$ cat config.mk
export PLATFORM = sky130hd
export DESIGN_NAME = dma_cycle_seq
export DESIGN_NICKNAME = d
export VERILOG_FILES = /design/src/rtl/dma_seq_pkg.sv /design/src/rtl/dma_phase_fsm.sv /design/src/rtl/dma_bus_drive.sv /design/src/rtl/dma_rd_capture.sv /design/src/rtl/dma_cycle_seq.sv
export SDC_FILE = /design/constraint.sdc
export NUM_CORES = 1
export LEC_CHECK = 0
export ABC_AREA = 1
export BUFFER_PORTS_ARGS = -buffer_cell sky130_fd_sc_hd__buf_2
export CAP_MARGIN = 20
export CORE_MARGIN = 2
export CORE_UTILIZATION = 45
export DETAILED_ROUTE_END_ITERATION = 8
export MAX_ROUTING_LAYER = met4
export PLACE_DENSITY = 0.75
export SYNTH_ARGS = -nofsm -noshare
export SYNTH_HDL_FRONTEND = slang
export SYNTH_SLANG_ARGS = --single-unit
$ cat constraint.sdc
create_clock -name clk -period 2.6 [get_ports clk]
set_input_delay 0.52 -clock clk [delete_from_list [all_inputs] [get_ports clk]]
set_output_delay 0.52 -clock clk [all_outputs]
set_load 0.01 [all_outputs]
$ cat src/rtl/dma_seq_pkg.sv
package dma_seq_pkg;
    parameter int BUS_W  = 16;
    parameter int HALF_W = BUS_W / 2;
    parameter int ADDR_W = 2 * BUS_W;

    typedef enum logic [2:0] {
        PH_IDLE,
        PH_T1,
        PH_T2,
        PH_T3,
        PH_TW,
        PH_T4
    } phase_e;

    typedef struct packed {
        logic [ADDR_W-1:0] addr;
        logic              wr;
        logic              byte_m;
        logic              wide;
        logic [BUS_W-1:0]  wdata;
    } req_t;
endpackage

$ cat src/rtl/dma_phase_fsm.sv
module dma_phase_fsm
    import dma_seq_pkg::*;
(
    input  logic   clk,
    input  logic   rst_n,
    input  logic   grant,
    input  logic   start,
    input  logic   ready,
    input  req_t   req_in,
    output phase_e phase,
    output req_t   cur
);
    phase_e nxt;
    logic   accept;

    assign accept = start && grant && (phase == PH_IDLE || phase == PH_T4);

    always_comb begin
        nxt = phase;
        unique case (phase)
            PH_IDLE: nxt = accept ? PH_T1 : PH_IDLE;
            PH_T1:   nxt = PH_T2;
            PH_T2:   nxt = PH_T3;
            PH_T3:   nxt = ready ? PH_TW : PH_T4;
            PH_TW:   nxt = PH_T4;
            PH_T4:   nxt = accept ? PH_T1 : PH_IDLE;
            default: nxt = PH_IDLE;
        endcase
    end

    always_ff @(posedge clk or negedge rst_n) begin
        if (!rst_n) begin
            phase <= PH_IDLE;
        end else begin
            phase <= nxt;
        end
    end

    always_ff @(posedge clk or negedge rst_n) begin
        if (!rst_n) begin
            cur <= '0;
        end else if (accept) begin
            cur <= req_in;
        end
    end

    assert_t1_adv_R2: assert property (@(posedge clk) disable iff (!rst_n)
        phase == PH_T1 |=> phase == PH_T2);
    assert_t2_adv_R2: assert property (@(posedge clk) disable iff (!rst_n)
        phase == PH_T2 |=> phase == PH_T3);
    assert_wait_ins_R8: assert property (@(posedge clk) disable iff (!rst_n)
        (phase == PH_T3 && ready) |=> phase == PH_TW);
    assert_no_wait_R8: assert property (@(posedge clk) disable iff (!rst_n)
        (phase == PH_T3 && !ready) |=> phase == PH_T4);
    assert_single_wait_R8: assert property (@(posedge clk) disable iff (!rst_n)
        phase == PH_TW |=> phase == PH_T4);
    assert_b2b_R11: assert property (@(posedge clk) disable iff (!rst_n)
        (phase == PH_T4 && start && grant) |=> phase == PH_T1);
    assert_busy_ignore_R2: assert property (@(posedge clk) disable iff (!rst_n)
        (phase inside {PH_T1, PH_T2, PH_T3, PH_TW}) |=> $stable(cur));
endmodule

$ cat src/rtl/dma_bus_drive.sv
module dma_bus_drive
    import dma_seq_pkg::*;
(
    input  logic             clk,
    input  logic             rst_n,
    input  logic             grant,
    input  phase_e           phase,
    input  req_t             cur,
    output logic [BUS_W-1:0] bus_out,
    output logic             bus_oe_lo,
    output logic             bus_oe_hi,
    output logic             astb,
    output logic             rd_n,
    output logic             wr_n,
    output logic             ctl_oe,
    output logic             hi_astb,
    output logic             hi_astb_oe,
    output logic [BUS_W-1:0] up_addr,
    output logic             done
);
    logic lo_en, hi_en;
    logic [BUS_W-1:0] data_word;

    assign data_word = {cur.byte_m ? cur.addr[BUS_W-1:HALF_W] : cur.wdata[BUS_W-1:HALF_W],
                        cur.wdata[HALF_W-1:0]};

    always_comb begin
        bus_out = '0;
        lo_en   = 1'b0;
        hi_en   = 1'b0;
        astb    = 1'b0;
        hi_astb = 1'b0;
        rd_n    = 1'b1;
        wr_n    = 1'b1;
        done    = 1'b0;
        unique case (phase)
            PH_IDLE: begin
            end
            PH_T1: begin
                bus_out = cur.addr[BUS_W-1:0];
                lo_en   = 1'b1;
                hi_en   = 1'b1;
                astb    = 1'b1;
                hi_astb = cur.wide;
            end
            PH_T2, PH_T3, PH_TW: begin
                bus_out = data_word;
                lo_en   = cur.wr;
                hi_en   = cur.wr | cur.byte_m;
                rd_n    = cur.wr;
                wr_n    = !cur.wr;
            end
            PH_T4: begin
                bus_out = data_word;
                lo_en   = cur.wr;
                hi_en   = cur.wr | cur.byte_m;
                done    = 1'b1;
            end
            default: begin
            end
        endcase
    end

    assign bus_oe_lo  = lo_en & grant;
    assign bus_oe_hi  = hi_en & grant;
    assign ctl_oe     = grant;
    assign hi_astb_oe = grant & cur.wide;
    assign up_addr    = cur.addr[ADDR_W-1:BUS_W];

    assert_strobe_excl_R6: assert property (@(posedge clk) disable iff (!rst_n)
        !(!rd_n && !wr_n));
    assert_astb_quiet_R3: assert property (@(posedge clk) disable iff (!rst_n)
        astb |-> (rd_n && wr_n && !done));
    assert_wr_release_R6: assert property (@(posedge clk) disable iff (!rst_n)
        (!wr_n && done) == 1'b0);
endmodule

$ cat src/rtl/dma_rd_capture.sv
module dma_rd_capture
    import dma_seq_pkg::*;
(
    input  logic             clk,
    input  logic             rst_n,
    input  phase_e           phase,
    input  logic             ready,
    input  req_t             cur,
    input  logic [BUS_W-1:0] bus_in,
    output logic [BUS_W-1:0] rdata
);
    logic last_rd_phase;

    assign last_rd_phase = !cur.wr && ((phase == PH_T3 && !ready) || phase == PH_TW);

    always_ff @(posedge clk or negedge rst_n) begin
        if (!rst_n) begin
            rdata <= '0;
        end else if (last_rd_phase) begin
            rdata <= cur.byte_m ? {{(BUS_W-HALF_W){1'b0}}, bus_in[HALF_W-1:0]} : bus_in;
        end
    end

    assert_rdata_hold_R7: assert property (@(posedge clk) disable iff (!rst_n)
        phase != PH_T4 |-> $stable(rdata));
endmodule

$ cat src/rtl/dma_cycle_seq.sv
module dma_cycle_seq
    import dma_seq_pkg::*;
(
    input  logic              clk,
    input  logic              rst_n,
    input  logic              bus_grant,
    input  logic              start,
    input  logic [ADDR_W-1:0] req_addr,
    input  logic              req_write,
    input  logic              req_byte,
    input  logic              req_wide,
    input  logic [BUS_W-1:0]  req_wdata,
    input  logic              ready,
    input  logic [BUS_W-1:0]  bus_in,
    output logic [BUS_W-1:0]  bus_out,
    output logic              bus_oe_lo,
    output logic              bus_oe_hi,
    output logic              astb,
    output logic              rd_n,
    output logic              wr_n,
    output logic              ctl_oe,
    output logic              hi_astb,
    output logic              hi_astb_oe,
    output logic [BUS_W-1:0]  up_addr,
    output logic [BUS_W-1:0]  rdata,
    output logic              done
);
    phase_e phase;
    req_t   req_in;
    req_t   cur;

    assign req_in = '{addr: req_addr, wr: req_write, byte_m: req_byte,
                      wide: req_wide, wdata: req_wdata};

    dma_phase_fsm u_fsm (
        .clk(clk), .rst_n(rst_n), .grant(bus_grant), .start(start),
        .ready(ready), .req_in(req_in), .phase(phase), .cur(cur)
    );

    dma_bus_drive u_drv (
        .clk(clk), .rst_n(rst_n), .grant(bus_grant), .phase(phase), .cur(cur),
        .bus_out(bus_out), .bus_oe_lo(bus_oe_lo), .bus_oe_hi(bus_oe_hi),
        .astb(astb), .rd_n(rd_n), .wr_n(wr_n), .ctl_oe(ctl_oe),
        .hi_astb(hi_astb), .hi_astb_oe(hi_astb_oe), .up_addr(up_addr), .done(done)
    );

    dma_rd_capture u_cap (
        .clk(clk), .rst_n(rst_n), .phase(phase), .ready(ready), .cur(cur),
        .bus_in(bus_in), .rdata(rdata)
    );

    assert_grant_off_R9: assert property (@(posedge clk) disable iff (!rst_n)
        !bus_grant |-> !(bus_oe_lo || bus_oe_hi || ctl_oe || hi_astb_oe));
endmodule

# Word level (Yosys, flattened, before mapping)
# Cells that the tools add are included.
[totals] ff_bits=70 inputBits=72 out_inout_bits=57 elab_cells=41
[op_classes] n_eq_ne=5 n_mux=13 bitwise=4 n_reduce_logical=12
[op_table] cell="case mux 16 bit (2 select lines)" count=1
[op_table] cell="2-to-1 mux 16 bit" count=1
[op_table] cell="case mux 3 bit (5 select lines)" count=1
[op_table] cell="2-to-1 mux 8 bit" count=1
[op_table] cell="2-to-1 mux 1 bit" count=7
[op_table] cell="== test 3 x 2 -> 1 bit, second input constant" count=2
[op_table] cell="== test 3 bit, second input constant" count=2
[op_table] cell="logical AND 1 bit" count=4
[op_table] cell="case mux 1 bit (2 select lines)" count=2
[op_table] cell="OR reduction 4 bit" count=1
[op_table] cell="AND 1 bit" count=3
[op_table] cell="== test 3 x 1 -> 1 bit, second input constant" count=1
[op_table] cell="zero test 3 bit" count=1
[op_table] cell="OR reduction 3 bit" count=1
[op_table] cell="zero test 1 bit" count=2
[op_table] cell="logical OR 1 bit" count=2
[op_table] cell="OR reduction 2 bit" count=1
[op_table] cell="bitwise OR 1 bit" count=1

# Logic depth before layout (Yosys ltp)
# Gate-level depths: netlist of run 1.
[depth] word_depth=5 mapped_depth=8

# Hierarchy
# From an unflattened synthesis of run 1, not the netlist that was laid out.
[hier_totals] hier_cells=449 hier_area_um2=3502.1
[modules_own_cells] module="dma_phase_fsm" instances=1 cells_per_inst=241 area_each_um2=2179.6
[modules_own_cells] module="dma_rd_capture" instances=1 cells_per_inst=93 area_each_um2=737.0
[modules_own_cells] module="dma_bus_drive" instances=1 cells_per_inst=115 area_each_um2=585.6

# Worst setup path after synthesis of run 1
# OpenSTA, ideal clock, no wires.
[synth_path] kind="reg2out" from="register u_fsm.phase[2]" to="output port bus_out[10]" arrival_ns=1.353 path_slack_ns=0.727 stages_incl_launch_ff=7 path_buffers=1 path_cell_list="dfrtp_1 -> ha_1 -> clkbuf_1 -> nand2_1 -> nand2_1 -> nand2_1 -> nand2_1"
[synth_between] elab_chain_cells=3 elab_cells_between_ends=7 classes_between="eq/ne (5); mux (1); reduce/logical (1)"
[synth_lines] element="start, declared" line_no="dma_phase_fsm.sv:10" source="output phase_e phase,"
[synth_lines] element="start signal, assigned" line_no="dma_phase_fsm.sv:35" source="phase <= nxt;"
[synth_lines] element="== test 3 x 2 -> 1 bit / == test 3 bit (equally long branches)" line_no="dma_bus_drive.sv:36" source="unique case (phase)"
[synth_lines] element="OR reduction 4 bit (no line)"
[synth_lines] element="case mux 16 bit (2 select lines) *" line_no="dma_bus_drive.sv:36"
[synth_lines] element="end, declared" line_no="dma_cycle_seq.sv:15" source="output logic [BUS_W-1:0] bus_out,"
# Mark *: on every way between the ends. The rest lies on a longest branch, timed or not.

# Final worst setup path of run 1
[layout_path] from="register u_fsm.phase[2]" to="output port bus_out[14]"
# The elaborated chain is that of the path after synthesis.

==> impl_summary.txt, run 1 <==
----------------------------------------------------
[Pwr]
  Cell internal power dissipation ... 3.15 mW
  Switching part of the total power ... 0.404
  Sequential fraction of design power ... 0.359
  Combinational group share of total power ... 0.432
  Peak VDD IR ... 0.714 mV
  Switching power summed over all nets ... approximately 2.1 mW
  LEAKAGE ... 2.42 nW
  Clock power share ... 0.208
  PD cells ... approximately 1300 nW/um^2

[Placed design]
  Number of input and output port buffers inserted ... approximately 130
  DPL Wire Length ... 5380 um
  Final Wtd Congestion ... 0.834
  Placed Instances ... between 500 and 600
  Post-place instance area ... 3860 um^2

[Clocking]
  Number of buffers created by CTS ... 9
  Clock-pin slew of the registers on the worst-case setup and hold paths ... 0.08 ns
  Insertion delay of the later-clocked pin in the worst-skew pair ... around 0.34 ns
  TritonCTS clock tree ... done
  Hold-fix buffers at CTS ... 0
  Buffer count from post-CTS setup fixing ... 0
  Resized Gates After CTS ... 0
  CTS Root Buffer Type ... sky130_fd_sc_hd__clkbuf_8
  Buffer depth of the longest clock path ... 2
  Num Clock Sinks ... 70
  Max H-tree Level ... 3

[Yosys]
  Most used standard cell by instance count after synthesis ... sky130_fd_sc_hd__nand2_1
  Leading area contributor after synthesis ... sky130_fd_sc_hd__dfrtp_1
  Synthesis warning total ... 0
  Dominant cells by area after synthesis ... sky130_fd_sc_hd__dfrtp_1 (54%), sky130_fd_sc_hd__nand2_1 (20%), sky130_fd_sc_hd__nand3_1 (11%), sky130_fd_sc_hd__buf_4 (5.3%), sky130_fd_sc_hd__a22o_1 (2.1%)
  Number of synthesized flops with an enable pin ... 0
  Cell Area, Synth ... 3270 um^2
  Proportion of netlist area held by the largest area contributor ... 0.535
  Commonest cells in the netlist ... sky130_fd_sc_hd__nand2_1 (170), sky130_fd_sc_hd__dfrtp_1 (70), sky130_fd_sc_hd__nand3_1 (70), sky130_fd_sc_hd__buf_4 (23), sky130_fd_sc_hd__inv_1 (13)
  Synth Net Count ... 468
  Unique masters post-synth ... 20
  Sequential-to-total area share from yosys stat ... 0.535
  Cells after Synth ... 395
  Syn_area_per_cell ... 8.28 um^2
  Share of async-settable or async-resettable flops after synthesis ... 1.00
  Top flip-flop cell by instance count after synthesis ... sky130_fd_sc_hd__dfrtp_1
  Synthesis-stage register bit count ... 70

[Critical path]
  Setup crit end kind ... output pin
  Logic depth of the worst register-to-register path ... 7
  Largest fanout on the critical path ... 10
  RR Endpoint ... u_fsm.cur[19]$_DFFE_PN0P_
  Capture point of the worst path ... bus_out[14]
  Category of the critical setup timing path ... reg -> out
  Reg2reg setup slack ... roughly 1.1 ns
  Type of element launching the critical path ... register
  WP data required ... 2.08 ns
  Crit path launch ... u_fsm.phase[2]$_DFF_PN0_
  Crit path arrival time ... 1.88 ns
  Launch instance of the worst register-to-register path ... u_fsm.phase[1]$_DFF_PN0_

[Global route]
  Global routing usage summed across all routing layers ... 0.206
  Vias in the first global route ... 2704
  Maximum number of pins on one net before global-route repair ... 71
  Global-route wire length before repair ... 12300 um
  Initial antenna violation count ... 0
  Total overflow reported by the global router ... 0

[Route]
  Final wirelength ... roughly 7800 um
  Total number of vias ... 2944
  Antenna viol nets, final ... 0
  DRC ... 0
  Mean number of vias per cell ... 4.86
  Wire length per cell ... 12.9 um
  Pre-Repair DR Iteration Count ... 6
  Iteration-0 DRC count of the detailed router ... 155

[STA]
  Worst slew pin tran ... roughly 0.53 ns
  Max-slew violation count ... 0
  Final Cycle Share ... 0.924
  Unrepaired setup endpoints after global routing ... false
  Largest clock skew in the final design ... just under 0.006 ns
  Count of endpoints failing setup in the final report ... 0
  Max transition margin ... 0.645
  Worst hold margin ... around 0.18 ns
  Final-layout setup total negative slack ... 0 ns
  Highest achievable clock rate ... around 420 MHz
  Final period demand of the worst path ... 2.40 ns
  Final hold violation count ... 0

[Layout]
  Final design utilization ... 0.577
  Non-filler cells, final ... just over 600
  Area Overhead vs Synth ... 25.9%
  Fraction of final layout cells sized beyond drive strength 1 ... 0.312
  Final layout net count ... 575
  Final std cell area, no fill ... between 4000 and 5000 um^2
  Antenna diodes ... 0
  Filler cell count in the final layout ... 692

[Worst hold path]
  Hold crit path type ... in -> async

[Floorplanning]
  Y dimension of the die ... between 80 and 90 um
  Initial cell density of the core ... 0.458
  Die width ... 89.3 um
  Top-level I/O count ... 129
  Core Footprint ... 7140 um^2
  Std cell rows ... 31
  Area enclosed by the die boundary ... 7970 um^2

[Job]
  Max-Cap Viols ... 0

[Status]
  Status ... finished, final reports clean

----------------------------------------------------
-- worst min-delay path by stage --
stage | start | end | slack [ns]
after floorplan | rst_n | u_cap.rdata[0]$_DFFE_PN0P_ | 0.22
after global placement | u_cap.rdata[5]$_DFFE_PN0P_ | u_cap.rdata[5]$_DFFE_PN0P_ | 0.45
after detailed placement | u_cap.rdata[5]$_DFFE_PN0P_ | u_cap.rdata[5]$_DFFE_PN0P_ | 0.45
after CTS | rst_n | u_fsm.cur[38]$_DFFE_PN0P_ | 0.20
after global routing | rst_n | u_fsm.cur[38]$_DFFE_PN0P_ | 0.22
final | rst_n | u_fsm.cur[38]$_DFFE_PN0P_ | 0.18
-- power groups by stage --
stage / clock network, mW / registers [mW] / logic, mW
after floorplan: 0 / 1.91 / 1.61
after global placement: 0 / 1.90 / 2.25
after detailed placement: 0 / 1.91 / 2.30
after CTS: 1.13 / 1.89 / 2.30
after global routing: 1.17 / 1.96 / 2.59
final: 1.10 / 1.90 / 2.28
-- layout make-up --
class	count	area (um^2)	area share
tap	99	124	0.0301
inverter	16	60.1	0.0146
clock inverter	5	104	0.0252
timing repair buffer	134	711	0.172
multi-input combinational	271	1220	0.296
sequential	70	1750	0.425
clock buffer	11	151	0.0367
-- worst max-delay path, cell delays in order, from the launching register on --
cell	delay (ns)
sky130_fd_sc_hd__dfrtp_1	0.44
sky130_fd_sc_hd__ha_2	0.47
sky130_fd_sc_hd__nand2_1	0.09
sky130_fd_sc_hd__nand2_1	0.25
sky130_fd_sc_hd__nand2_1	0.10
sky130_fd_sc_hd__nand2_1	0.07
sky130_fd_sc_hd__buf_2	0.13
-- cell families (layout without fill, tap and decap cells) --
group | count (synthesis) | after routing | synth area share
and+or+nand+nor | 257 | 257 | 0.338
DFF | 70 | 70 | 0.535
buffers and inverters | 54 | 166 | 0.0929
AOI/OAI and AO/OA | 13 | 13 | 0.0294
adders and majority gates | 1 | 1 | 0.00382
-- routing by layer --
layer,up-vias,wire length (um),share of wire,global-route usage
li1,1455,-,-,-
met1,1366,3560,0.45,0.260
met2,109,3640,0.46,0.327
met3,14,464,0.059,0.0342
met4,0,165,0.021,0.0936
met5,-,0,0,-
-- placed cells by master, fill, tap and decap left out, drive strengths merged --
| master | Yosys | routed |
|---|---|---|
| nand2 | 175 | 175 |
| buf | 30 | 134 |
| nand3 | 70 | 70 |
| dfrtp | 70 | 70 |
| inv | 14 | 15 |
| clkbuf | 8 | 11 |
| a22o | 8 | 8 |
| nand3b | 8 | 8 |
| nor2 | 4 | 4 |
| bufinv | 0 | 3 |
| clkinv | 2 | 3 |
| o21ai | 2 | 2 |
| a21oi | 2 | 2 |
| a31oi | 1 | 1 |
| ha | 1 | 1 |
-- sequential cells by signal, indices dropped and copies added (netlist names) --
name / cells
u_cap.rdata: 16
u_fsm.phase: 3
u_fsm.cur: 51
-- through the flow --
step | total power, mW | setup WS (ns)
after CTS | 5.33 | 0.107
after detailed placement | 4.21 | 0.482
after global placement | 4.15 | 0.545
final | 5.28 | 0.198
after global routing | 5.73 | 0.0325
after floorplan | 3.51 | 0.727
(Power assumes the default switching activity.)
==> run 2, diff against run 1 <==
==> constraint.sdc (replaced) <==
create_clock -name clk -period 2.6 [get_ports clk]
set_input_delay 0.52 -clock clk [delete_from_list [all_inputs] [get_ports clk]]
set_output_delay 0.52 -clock clk [all_outputs]
set_load 0.1 [all_outputs]
==> run 2 against run 1 <==
Flip-flop and latch count unchanged; final cell count increased by 0.17%; highest routed layer unchanged; utilization grew 3.2 points; critical path type unchanged; count of clock-buffer cells in the layout shrank 1.
==> impl_summary.txt, run 2 (same netlist as run 1, synthesis figures left out) <==
----------------------------------------------------
[Layout]
  Final layout net count ... 576
  Non-filler cells, final ... 607
  Largest register by flop count ... u_fsm.cur
  Antenna diodes ... 0
  Number of flip-flops under the largest register name ... 51
  Fraction of final layout cells sized beyond drive strength 1 ... 0.313
  Top library cells by usage in the layout, fill and taps aside ... sky130_fd_sc_hd__nand2_1 (170), sky130_fd_sc_hd__buf_2 (110), sky130_fd_sc_hd__nand3_1 (70), sky130_fd_sc_hd__dfrtp_1 (70), sky130_fd_sc_hd__buf_12 (19)
  Most common cell after layout, fill and taps aside ... sky130_fd_sc_hd__nand2_1
  Registers with the most flip-flops ... u_fsm.cur x51, u_cap.rdata x16, u_fsm.phase x3
  Area Overhead vs Synth ... 33.0%
  Final std cell area, no fill ... around 4400 um^2

[Clocking]
  Buffer count from post-CTS setup fixing ... 0
  Hold-fix buffers at CTS ... 0
  Resized Gates After CTS ... 0
  Clock-pin slew of the registers on the worst-case setup and hold paths ... about 0.070 ns
  Num Clock Sinks ... 70
  Number of buffers created by CTS ... 9
  CTS Root Buffer Type ... sky130_fd_sc_hd__clkbuf_8
  Max H-tree Level ... 3
  Buffer depth of the longest clock path ... 2
  TritonCTS clock tree ... done
  Insertion delay of the later-clocked pin in the worst-skew pair ... roughly 0.33 ns

[Global route]
  Global-route wire length before repair ... 12800 um
  Initial antenna violation count ... 0
  Met3 usage ... 0.0416
  Global routing usage summed across all routing layers ... 0.215
  Total overflow reported by the global router ... 0
  Vias in the first global route ... 2790
  Maximum number of pins on one net before global-route repair ... 71
  Routing layer with the top usage in global route ... met2
  GR met2 Demand/Resource ... 0.349
  Fraction of met1 tracks used by global routing ... 0.265

[Placed design]
  DPL Wire Length ... 5540 um
  Post-place instance area ... 4140 um^2
  Placed Instances ... between 500 and 600
  Number of input and output port buffers inserted ... 128
  Final Wtd Congestion ... 0.841

[Status]
  Status ... finished, final reports clean

[Route]
  DRC ... 0
  Pre-Repair DR Iteration Count ... 5
  Antenna viol nets, final ... 0
  Wire length per cell ... 13.3 um
  Final wirelength ... around 8000 um
  Mean number of vias per cell ... 4.89
  Total number of vias ... roughly 3.0k
  Iteration-0 DRC count of the detailed router ... ~160

[Job]
  Max-Cap Viols ... 0

[Critical path]
  Slowest cell delay on critical path ... 0.44 ns
  Largest fanout on the critical path ... 8
  Worst-path cell chain ... ha_1, nand2_1, nand2_1, nand2_1, nand2_1, buf_12
  Standard cell with the maximum stage delay on the critical path ... sky130_fd_sc_hd__dfrtp_1
  Family with the most delay on the worst path ... simple AND/OR/NAND/NOR gates
  WP data required ... 2.08 ns
  Crit path arrival time ... 1.95 ns
  Type of element launching the critical path ... register
  Category of the critical setup timing path ... reg -> out
  Most numerous cell on the critical path ... sky130_fd_sc_hd__nand2_1
  Setup crit end kind ... output pin
  Number of buffers and inverters on the critical path ... 1

[STA]
  Largest clock skew in the final design ... 0.00595 ns
  Unrepaired setup endpoints after global routing ... false
  Count of endpoints failing setup in the final report ... 0
  Final-layout setup total negative slack ... 0 ns
  Max-slew violation count ... 0
  Final period demand of the worst path ... ~2.5 ns
  Highest achievable clock rate ... 405 MHz
  Final Cycle Share ... 0.950
  Worst slew pin tran ... 0.552 ns
  Max transition margin ... 0.632
  Final hold violation count ... 0
  Worst hold margin ... 0.188 ns

[Floorplanning]
  Area enclosed by the die boundary ... 7970 um^2
  Top-level I/O count ... 129
  Core Footprint ... 7140 um^2
  Y dimension of the die ... 89.3 um
  Initial cell density of the core ... 0.458
  Die width ... 89.3 um
  Std cell rows ... 31

[Worst hold path]
  Hold crit path type ... in -> async

----------------------------------------------------
[run 2: final timing paths]
kind | to | start | slack (ns) | depth (start not counted)
worst max-delay path | bus_out[15] | u_fsm.phase[2]$_DFF_PN0_ | 0.13 | 6
worst min-delay path | u_fsm.cur[42]$_DFFE_PN0P_ | rst_n | 0.19 | 2
worst max register to register | u_fsm.phase[0]$_DFF_PN0_ | u_fsm.phase[1]$_DFF_PN0_ | 1.01 | 8
worst min register to register | u_cap.rdata[9]$_DFFE_PN0P_ | u_cap.rdata[9]$_DFFE_PN0P_ | 0.47 | 2
max in group asynchronous | u_fsm.cur[19]$_DFFE_PN0P_ | rst_n | 2.11 | 2
min in group clk | u_fsm.cur[2]$_DFFE_PN0P_ | req_wdata[2] | 0.41 | 3
[run 2: routing by layer]
metal,share of wire,vias up
met1,0.45,1409
met3,0.054,9
met2,0.48,94
met5,0,-
met4,0.013,0
li1,-,1458
[run 2: final cells by class]
class                      count  area, um^2
clock buffer                  10         128
timing repair buffer         135         976
fill                         676        2790
sequential                    70        1750
inverter                      16        60.1
multi-input combinational    271        1230
tap                           99         124
clock inverter                 6        86.3
[run 2: stage by stage]
step,util,worst slack (ns)
after floorplan,-,0.0130
after global placement,0.580,0.548
after detailed placement,0.580,0.497
after CTS,0.610,0.114
after global routing,0.610,0.000584
final,0.610,0.130
Power of run 2 is left out: the tool's default activity adds up to more than one toggle a clock period on the data nets, which glitch-free logic cannot reach.
